**src/rtl/swm_pkg.sv**
```systemverilog
package swm_pkg;

    // Selects the signature update applied on each fetched word.
    typedef enum logic {
        FOLD_ROTXOR = 1'b0,
        FOLD_ADD    = 1'b1
    } fold_mode_e;

endpackage

```
**src/rtl/swm_compress.sv**
```systemverilog
module swm_compress #(
    parameter int INSN_W = 32,
    parameter int SIG_W  = 16
) (
    input  logic [INSN_W-1:0] word_i,
    output logic [SIG_W-1:0]  comp_o
);
    localparam int NCHUNK = (INSN_W + SIG_W - 1) / SIG_W;
    localparam int PAD_W  = NCHUNK * SIG_W;

    logic [PAD_W-1:0] padded;
    logic [SIG_W-1:0] partial [NCHUNK+1];

    assign padded     = PAD_W'(word_i);
    assign partial[0] = '0;

    // XOR the chunks together, starting from the low end of the word.
    for (genvar g = 0; g < NCHUNK; g++) begin : g_chunk
        assign partial[g+1] = partial[g] ^ padded[g*SIG_W +: SIG_W];
    end

    assign comp_o = partial[NCHUNK];
endmodule

```
**src/rtl/swm_fold.sv**
```systemverilog
module swm_fold
    import swm_pkg::*;
#(
    parameter int         SIG_W     = 16,
    parameter fold_mode_e FOLD_MODE = FOLD_ROTXOR
) (
    input  logic [SIG_W-1:0] sig_i,
    input  logic [SIG_W-1:0] comp_i,
    output logic [SIG_W-1:0] sig_o
);
    if (FOLD_MODE == FOLD_ADD) begin : g_add
        // Modular sum of the signature and the compressed word.
        assign sig_o = sig_i + comp_i;
    end else begin : g_rotxor
        // Rotate left by one so that word order matters, then XOR.
        logic [SIG_W-1:0] rotated;
        assign rotated = {sig_i[SIG_W-2:0], sig_i[SIG_W-1]};
        assign sig_o   = rotated ^ comp_i;
    end
endmodule

```
**src/rtl/swm_weight_chk.sv**
```systemverilog
module swm_weight_chk #(
    parameter int SIG_W    = 16,
    parameter int WEIGHT_M = 8
) (
    input  logic [SIG_W-1:0] sig_i,
    output logic             ok_o
);
    localparam int CNT_W = $clog2(SIG_W + 1);

    logic [CNT_W-1:0] ones;

    always_comb begin
        ones = '0;
        for (int i = 0; i < SIG_W; i++) begin
            ones = ones + CNT_W'(sig_i[i]);
        end
    end

    assign ok_o = (ones == CNT_W'(WEIGHT_M));
endmodule

```
**src/rtl/sigweight_monitor.sv**
```systemverilog
module sigweight_monitor
    import swm_pkg::*;
#(
    parameter int               INSN_W    = 32,
    parameter int               SIG_W     = 16,
    parameter int               WEIGHT_M  = 8,
    parameter logic [SIG_W-1:0] SEED      = '0,
    parameter fold_mode_e       FOLD_MODE = FOLD_ROTXOR
) (
    input  logic              clk,
    input  logic              rst_n,
    input  logic              fetch_vld,
    input  logic [INSN_W-1:0] insn_word,
    input  logic              ckpt_tag,
    input  logic              err_clr,
    output logic              err_pulse,
    output logic              err_sticky
);
    typedef struct packed {
        logic [SIG_W-1:0] sig;
        logic             pulse;
        logic             sticky;
    } mon_state_t;

    localparam mon_state_t RESET_STATE = '{sig: SEED, pulse: 1'b0, sticky: 1'b0};

    mon_state_t       state_d, state_q;
    logic [SIG_W-1:0] comp_word;
    logic [SIG_W-1:0] sig_folded;
    logic             weight_ok;
    logic             ckpt_hit;
    logic [SIG_W-1:0] sig_q;

    swm_compress #(.INSN_W(INSN_W), .SIG_W(SIG_W)) u_compress (
        .word_i (insn_word),
        .comp_o (comp_word)
    );

    swm_fold #(.SIG_W(SIG_W), .FOLD_MODE(FOLD_MODE)) u_fold (
        .sig_i  (state_q.sig),
        .comp_i (comp_word),
        .sig_o  (sig_folded)
    );

    // The weight test sees the signature with the checkpoint word already folded in.
    swm_weight_chk #(.SIG_W(SIG_W), .WEIGHT_M(WEIGHT_M)) u_weight (
        .sig_i (sig_folded),
        .ok_o  (weight_ok)
    );

    assign ckpt_hit = fetch_vld && ckpt_tag;

    always_comb begin
        state_d       = state_q;
        state_d.pulse = 1'b0;
        if (fetch_vld) begin
            state_d.sig = sig_folded;
        end
        if (ckpt_hit) begin
            state_d.sig = SEED;
        end
        if (err_clr) begin
            state_d.sticky = 1'b0;
        end
        if (ckpt_hit && !weight_ok) begin
            state_d.pulse  = 1'b1;
            state_d.sticky = 1'b1;
        end
    end

    always_ff @(posedge clk) begin
        if (!rst_n) begin
            state_q <= RESET_STATE;
        end else begin
            state_q <= state_d;
        end
    end

    assign sig_q      = state_q.sig;
    assign err_pulse  = state_q.pulse;
    assign err_sticky = state_q.sticky;
endmodule

```
**config.mk**
```make
export PLATFORM = sky130hd
export DESIGN_NAME = sigweight_monitor
export DESIGN_NICKNAME = d
export VERILOG_FILES = /design/src/rtl/swm_pkg.sv /design/src/rtl/swm_compress.sv /design/src/rtl/swm_fold.sv /design/src/rtl/swm_weight_chk.sv /design/src/rtl/sigweight_monitor.sv
export SDC_FILE = /design/constraint.sdc
export NUM_CORES = 1
export LEC_CHECK = 0
export CAP_MARGIN = 20
export CORE_UTILIZATION = 49
export CTS_BUF_LIST = sky130_fd_sc_hd__clkbuf_16
export CTS_CLUSTER_DIAMETER = 60
export CTS_CLUSTER_SIZE = 14
export DETAILED_ROUTE_END_ITERATION = 8
export PLACE_DENSITY = 0.84
export SYNTH_ARGS = -nofsm -noshare
export SYNTH_HDL_FRONTEND = slang
export SYNTH_SLANG_ARGS = --single-unit
```
**constraint.sdc**
```tcl
create_clock -name clk -period 7.7 [get_ports clk]
set_clock_uncertainty 0.2 [all_clocks]
set_input_delay 1.54 -clock clk [delete_from_list [all_inputs] [get_ports clk]]
set_output_delay 1.54 -clock clk [all_outputs]
set_load 0.1 [all_outputs]
```
==> impl_metrics.py, run 1 <==
metrics = {
    "route": {
        "avgViaCountPerCell": 5.10,
        "first_pass_iters": 4,
        "wl_um": 2580,
        "drtIter0Drc": 10,
        "drt-wirelength-per-cell_um": 13.7,
        "vias": 958,
        "drc": 0,
        "antenna_left": 0,
    },
    "floorplan": {
        "num_rows": 17,
        "start_util_pct": 52.7,
        "die_height_um": 51.3,
        "io_pins": 39,
        "core-area_um2": 2250,
        "dieArea_um2": 2630,
        "die_w_um": 51.3,
    },
    "timing": {
        "finalCriticalPeriod_ns": 6.29,
        "period_share_pct": 81.6,
        "worst_pin_slew_ns": 0.967,
        "grt_setup_unrepaired": "false",
        "finalMaxSlewViolations": 0,
        "fmax_mhz": 159,
        "setup_viol": 0,
        "hold_viol_final": 0,
        "tns_ns": 0,
        "relSlewSlack_pct": 35.4,
    },
    "pwr": {
        "internal_power_mw": 0.333,
        "p_sw_share_pct": 42.1,
        "p_switching_mw": 0.241,
        "peakVddDrop_mv": 0.340,
        "p_leak_nw": 0.654,
        "power_frac_seq_pct": 18.3,
        "powerDensity_nw_per_um2": 343,
        "clkPwrFrac_pct": 17.4,
        "combPwrFrac_pct": 64.3,
        "power.total_mw": 0.574,
    },
    "logic_synthesis": {
        "synth_xor_area_share_pct": 23.6,
        "ys_seq_area_share_pct": 30.3,
        "synth_cells": 121,
        "synth_seq_cells": 18,
        "synth_area_um2": 1190,
        "synth_top_family_by_area": "XOR/XNOR gates",
        "synth_fp_nets": 173,
        "synth-simple-area-share_pct": 7.68,
        "ys_types": 21,
        "syn_avg_cell_area_um2": 9.82,
        "synth_compound_area_share_pct": 11.7,
        "synth_mux_area_share_pct": 0,
        "synthAdderAreaFrac_pct": 22.1,
        "yosysWarnings": 0,
    },
    "cts": {
        "cts_setup_buffers": 0,
        "clk_pin_slew_worst_paths_ns": 0.05,
        "clk_path_buf_depth": 2,
        "cts_tree": "yes",
        "h-tree-depth": 1,
        "numCtsBuffers": 3,
        "hold_buffers": 0,
        "ctsResizeCount": 0,
        "cts_root_buf": "clkbuf_16",
        "clk_latency_ns": 0.24,
        "cts.sinks": 18,
    },
    "global_routing": {
        "grt_pass1_vias": 1057,
        "grt_start_max_net_pins": 17,
        "grt_pass1_wl_um": 4430,
        "antenna_found_initial": 0,
        "track_usage_pct": 23.2,
        "grt-ovfl-total": 0,
    },
    "worst_setup_path": {
        "required_ns": 7.62,
        "worst-path-max-fanout": 2,
        "path_class": "in -> reg",
        "reg2reg_depth": 16,
        "startpoint_type": "input pin",
        "critPathArrivalTime_ns": 6.21,
        "critPathCaptureType": "flip-flop",
    },
    "place": {
        "place_congestion": 0.778,
        "port_buffers": 38,
        "hpwl_um": 1920,
    },
    "cells_and_area": {
        "syn2layout_area_growth_pct": 40.7,
        "fillCellCount": 179,
        "layout-drive-gt1-share_pct": 4.38,
        "fin_nets": 214,
        "n_antenna_cell": 0,
    },
    "min_path": {
        "hold_path_depth": 2,
        "min_path_type": "reg -> reg",
    },
    "status": {
        "status": "finished, final reports clean",
    },
    "run": {
        "cap_violations": 0,
    },
}
==> per-layer routing <==
layer  vias up  track usage [%]  share of wire [%]  wire [um]
met2        35             44.1                 54       1400
met1       447             26.5                 39       1010
met5         -                0                  0          0
li1        468                -                  -          -
met4         0             9.01                2.0         51
met3         8             2.08                4.6        120
==> placed cells by master (no fill, tap or decap), types with 2 or more instances in the layout <==
master	count
fa_1	10
inv_1	11
clkdlybuf4s50_1	38
ha_1	5
xnor2_1	20
clkbuf_16	3
nor2b_1	2
o21ai_1	2
nor2_1	3
o21ai_0	12
xor2_1	12
a22o_1	4
nand2_1	13
dfxtp_1	18
==> path summary, 6_finish.rpt <==
path | slack [ns] | endpoint | from
min reg2reg | 0.27 | sig_q[13]$_SDFFE_PP0P_ | sig_q[13]$_SDFFE_PP0P_
max reg2reg | 2.95 | err_sticky$_SDFFE_PN0P_ | sig_q[15]$_SDFFE_PP0P_
max | 1.41 | err_sticky$_SDFFE_PN0P_ | insn_word[16]
min | 0.27 | sig_q[13]$_SDFFE_PP0P_ | sig_q[13]$_SDFFE_PP0P_
==> power by group through the flow <==
stage | clock, mW | sequential (mW) | combinational [mW]
4_1_cts | 0.100 | 0.105 | 0.373
6_report | 0.100 | 0.105 | 0.369
3_5_place_dp | 0 | 0.107 | 0.360
2_1_floorplan | 0 | 0.124 | 0.257
3_3_place_gp | 0 | 0.107 | 0.335
5_1_grt | 0.108 | 0.106 | 0.418
==> critical path, cell delays in order <==
cell             delay, ns
clkdlybuf4s50_1       0.42
xnor2_1               0.14
xnor2_1               0.30
ha_1                  0.29
inv_1                 0.08
fa_1                  0.45
fa_1                  0.49
fa_1                  0.52
inv_1                 0.06
fa_1                  0.43
inv_1                 0.08
fa_1                  0.18
inv_1                 0.05
fa_1                  0.40
a211oi_2              0.17
a31oi_1               0.07
a2111oi_2             0.39
o21ai_1               0.12
==> final cells by class <==
cell class	count	area (um2)	area share [%]
flip-flops and latches	18	360	21.5
well taps	28	35.0	2.09
repair buffers	39	388	23.2
multi-input cells	89	773	46.2
clock buffers	3	75.1	4.49
inverters	11	41.3	2.47
==> stage by stage <==
stage	setup slack, ns	hold WS [ns]	area, um2	utilization, %	std cells
CTS	1.40	0.271	1670	73.9	187
finish	1.41	0.269	1670	74.2	188
global placement	1.34	0.254	1590	70.5	184
global route	1.23	0.293	1670	74.2	188
floorplan	1.97	0.242	1190	-	121
detailed placement	1.28	0.264	1590	70.5	184
==> sequential cells by signal, indices dropped and copies added, names as in the netlist <==
name / count
sig_q: 16
err_pulse: 1
err_sticky: 1
==> synth_stat cells <==
cell type   n  area (um2)
a31oi_1     1        6.26
xnor2_1    20         175
a22o_1      4        35.0
buf_2       1        5.00
nand3b_1    1        7.51
nand3_1     1        5.00
fa_1       10         200
a2111oi_2   1        15.0
clkbuf_1    1        3.75
xor2_1     12         105
o21ai_0    12        60.1
clkbuf_2    1        5.00
ha_1        5        62.6
nor2b_1     2        12.5
nor2_1      3        11.3
inv_1      11        41.3
or2_2       1        6.26
a211oi_2    1        12.5
o21ai_1     2        10.0
dfxtp_1    18         360
nand2_1    13        48.8
==> cell families after synthesis <==
| family | Yosys count |
|---|---|
| buffers and inverters | 14 |
| AOI/OAI and AO/OA | 21 |
| xor gates and xnor gates | 32 |
| and+or+nand+nor | 21 |
| DFF | 18 |
| adders and majority gates | 15 |
(Power assumes the default switching activity.)
==> run 2: changes to the inputs <==
--- a/config.mk
+++ b/config.mk
@@ -6,12 +6,12 @@
 export NUM_CORES = 1
 export LEC_CHECK = 0
 export CAP_MARGIN = 20
-export CORE_UTILIZATION = 49
+export CORE_UTILIZATION = 41
 export CTS_BUF_LIST = sky130_fd_sc_hd__clkbuf_16
 export CTS_CLUSTER_DIAMETER = 60
 export CTS_CLUSTER_SIZE = 14
 export DETAILED_ROUTE_END_ITERATION = 8
-export PLACE_DENSITY = 0.84
+export PLACE_DENSITY = 0.74
 export SYNTH_ARGS = -nofsm -noshare
 export SYNTH_HDL_FRONTEND = slang
 export SYNTH_SLANG_ARGS = --single-unit
==> constraint.sdc (replaced) <==
create_clock -name clk -period 5.3 [get_ports clk]
set_clock_uncertainty 0.2 [all_clocks]
set_input_delay 1.06 -clock clk [delete_from_list [all_inputs] [get_ports clk]]
set_output_delay 1.06 -clock clk [all_outputs]
set_load 0.1 [all_outputs]
==> impl_metrics.py, run 2 (synthesized netlist as in run 1, its figures left out) <==
metrics = {
    "timing": {
        "relSlewSlack_pct": 35.6,
        "grt_setup_unrepaired": "true",
        "worst_pin_slew_ns": 0.963,
        "fmax_mhz": 190,
        "hold_viol_final": 0,
        "whs_ns": 0.264,
        "setup_viol": 0,
        "finalCriticalPeriod_ns": 5.26,
        "tns_ns": 0,
        "finalMaxSlewViolations": 0,
        "period_share_pct": 99.2,
    },
    "cells_and_area": {
        "n_antenna_cell": 0,
        "layout-drive-gt1-share_pct": 19.8,
        "final_common_cell": "clkdlybuf4s50_1",
        "fin_nets": 225,
        "mostFrequentLayoutCells": "clkdlybuf4s50_1 (24), dfxtp_1 (18), xnor2_1 (15)",
        "largest_reg_flops": 16,
        "syn2layout_area_growth_pct": 54.2,
        "utilization_pct": 66.5,
    },
    "cts": {
        "hold_buffers": 0,
        "clk_pin_slew_worst_paths_ns": 0.05,
        "numCtsBuffers": 3,
        "h-tree-depth": 1,
        "cts.sinks": 18,
        "clk_latency_ns": 0.25,
        "cts_root_buf": "clkbuf_16",
        "cts_tree": "yes",
        "clk_path_buf_depth": 2,
    },
    "pwr": {
        "power.total_mw": 0.983,
        "p_leak_nw": 0.753,
        "powerDensity_nw_per_um2": 536,
        "peakVddDrop_mv": 0.774,
    },
    "worst_setup_path": {
        "startpoint_type": "input pin",
        "worst-path-max-fanout": 2,
        "cp-startpoint": "insn_word[2]",
        "r2r-end": "err_sticky$_SDFFE_PN0P_",
        "crit_family": "adder cells",
        "path_depth": 15,
        "r2r_start": "sig_q[15]$_SDFFE_PP0P_",
        "cp_cell_sequence": "dlygate4sd2_1, xor2_1, xnor2_1, buf_4, fa_1, fa_1, fa_1, inv_2, fa_1, inv_2, fa_2, inv_2, fa_2, a2111oi_4, o21ai_1",
        "critPathCaptureType": "flip-flop",
        "endpoint": "err_sticky$_SDFFE_PN0P_",
        "reg2reg_depth": 14,
        "path_common_cell": "fa_1",
        "slowest_stage": "fa_1",
        "path_class": "in -> reg",
        "critPathArrivalTime_ns": 5.19,
        "worst-path-buf-inv": 5,
        "rrSetupSlack_ns": 0.74,
        "required_ns": 5.23,
        "critPathMaxStageDelay_ns": 0.56,
    },
    "min_path": {
        "min_path_type": "reg -> reg",
        "hold_start": "sig_q[13]$_SDFFE_PP0P_",
    },
    "status": {
        "status": "finished, final reports clean",
    },
    "place": {
        "port_buffers": 38,
        "hpwl_um": 1950,
        "place_congestion": 0.802,
    },
    "global_routing": {
        "grt-ovfl-total": 0,
        "grt_pass1_wl_um": 4440,
        "antenna_found_initial": 0,
        "grt_start_max_net_pins": 17,
        "track_usage_pct": 18.9,
        "grt_pass1_vias": 1066,
    },
    "route": {
        "wl_um": 2540,
        "antenna_left": 0,
        "drc": 0,
        "drtIter0Drc": 14,
        "avgViaCountPerCell": 4.88,
        "drt-wirelength-per-cell_um": 12.5,
        "first_pass_iters": 4,
        "vias": 990,
    },
    "floorplan": {
        "core-area_um2": 2760,
        "die_w_um": 55.8,
        "dieArea_um2": 3120,
        "die_height_um": 55.8,
        "start_util_pct": 43.1,
        "num_rows": 19,
        "io_pins": 39,
    },
    "run": {
        "cap_violations": 0,
    },
}
-- run 2: timing repair --
action,in CTS,in global routing
setup endpoints to repair,2,2
buffers inserted,6,1
resized for setup,37,7
pin swaps,24,14
-- run 2: power breakdown --
| part | total, mW | switching, mW | leakage [nW] | internal [mW] |
|---|---|---|---|---|
| registers | 0.153 | 0.00671 | 0.147 | 0.146 |
| logic | 0.676 | 0.358 | 0.567 | 0.318 |
| clock network | 0.154 | 0.0538 | 0.0385 | 0.100 |
| total | 0.983 | 0.418 | 0.753 | 0.565 |
-- run 2: how the worst min path moves through the flow --
stage / cells after the start / end
finish: 2 / sig_q[13]$_SDFFE_PP0P_
global route: 2 / sig_q[13]$_SDFFE_PP0P_
CTS: 2 / sig_q[13]$_SDFFE_PP0P_
detailed placement: 2 / sig_q[13]$_SDFFE_PP0P_
global placement: 2 / sig_q[13]$_SDFFE_PP0P_
floorplan: 2 / sig_q[13]$_SDFFE_PP0P_
-- run 2: cell type report --
cell class / count / area (um2)
clock buffers: 3 / 75.1
clock inverters: 1 / 3.75
fillers: 251 / 925
inverters: 11 / 41.3
multi-input cells: 89 / 847
flip-flops and latches: 18 / 360
well taps: 31 / 38.8
repair buffers: 50 / 467
-- run 2: routing by layer --
layer	global-route usage, %	routed length, um
met5	0	0
met2	32.7	1310
met1	21.1	1000
met3	5.81	157
met4	9.06	78
-- run 2: worst reg2reg max path, cell delays in order (launching register included) --
cell and delay [ns]:
dfxtp_1 0.33, xnor2_2 0.22, ha_1 0.28, inv_2 0.06, fa_1 0.43, fa_1 0.49
fa_1 0.54, inv_2 0.04, fa_1 0.50, inv_2 0.04, fa_2 0.34, inv_2 0.06
fa_2 0.44, a2111oi_4 0.35, o21ai_1 0.11
-- run 2: stage by stage --
step	cells	worst slack (ns)	area, um2
floorplan	121	0.0524	1190
global placement	191	-0.545	1620
detailed placement	191	-0.686	1620
CTS	201	0.000614	1770
global route	203	-0.0892	1830
finish	203	0.0446	1830
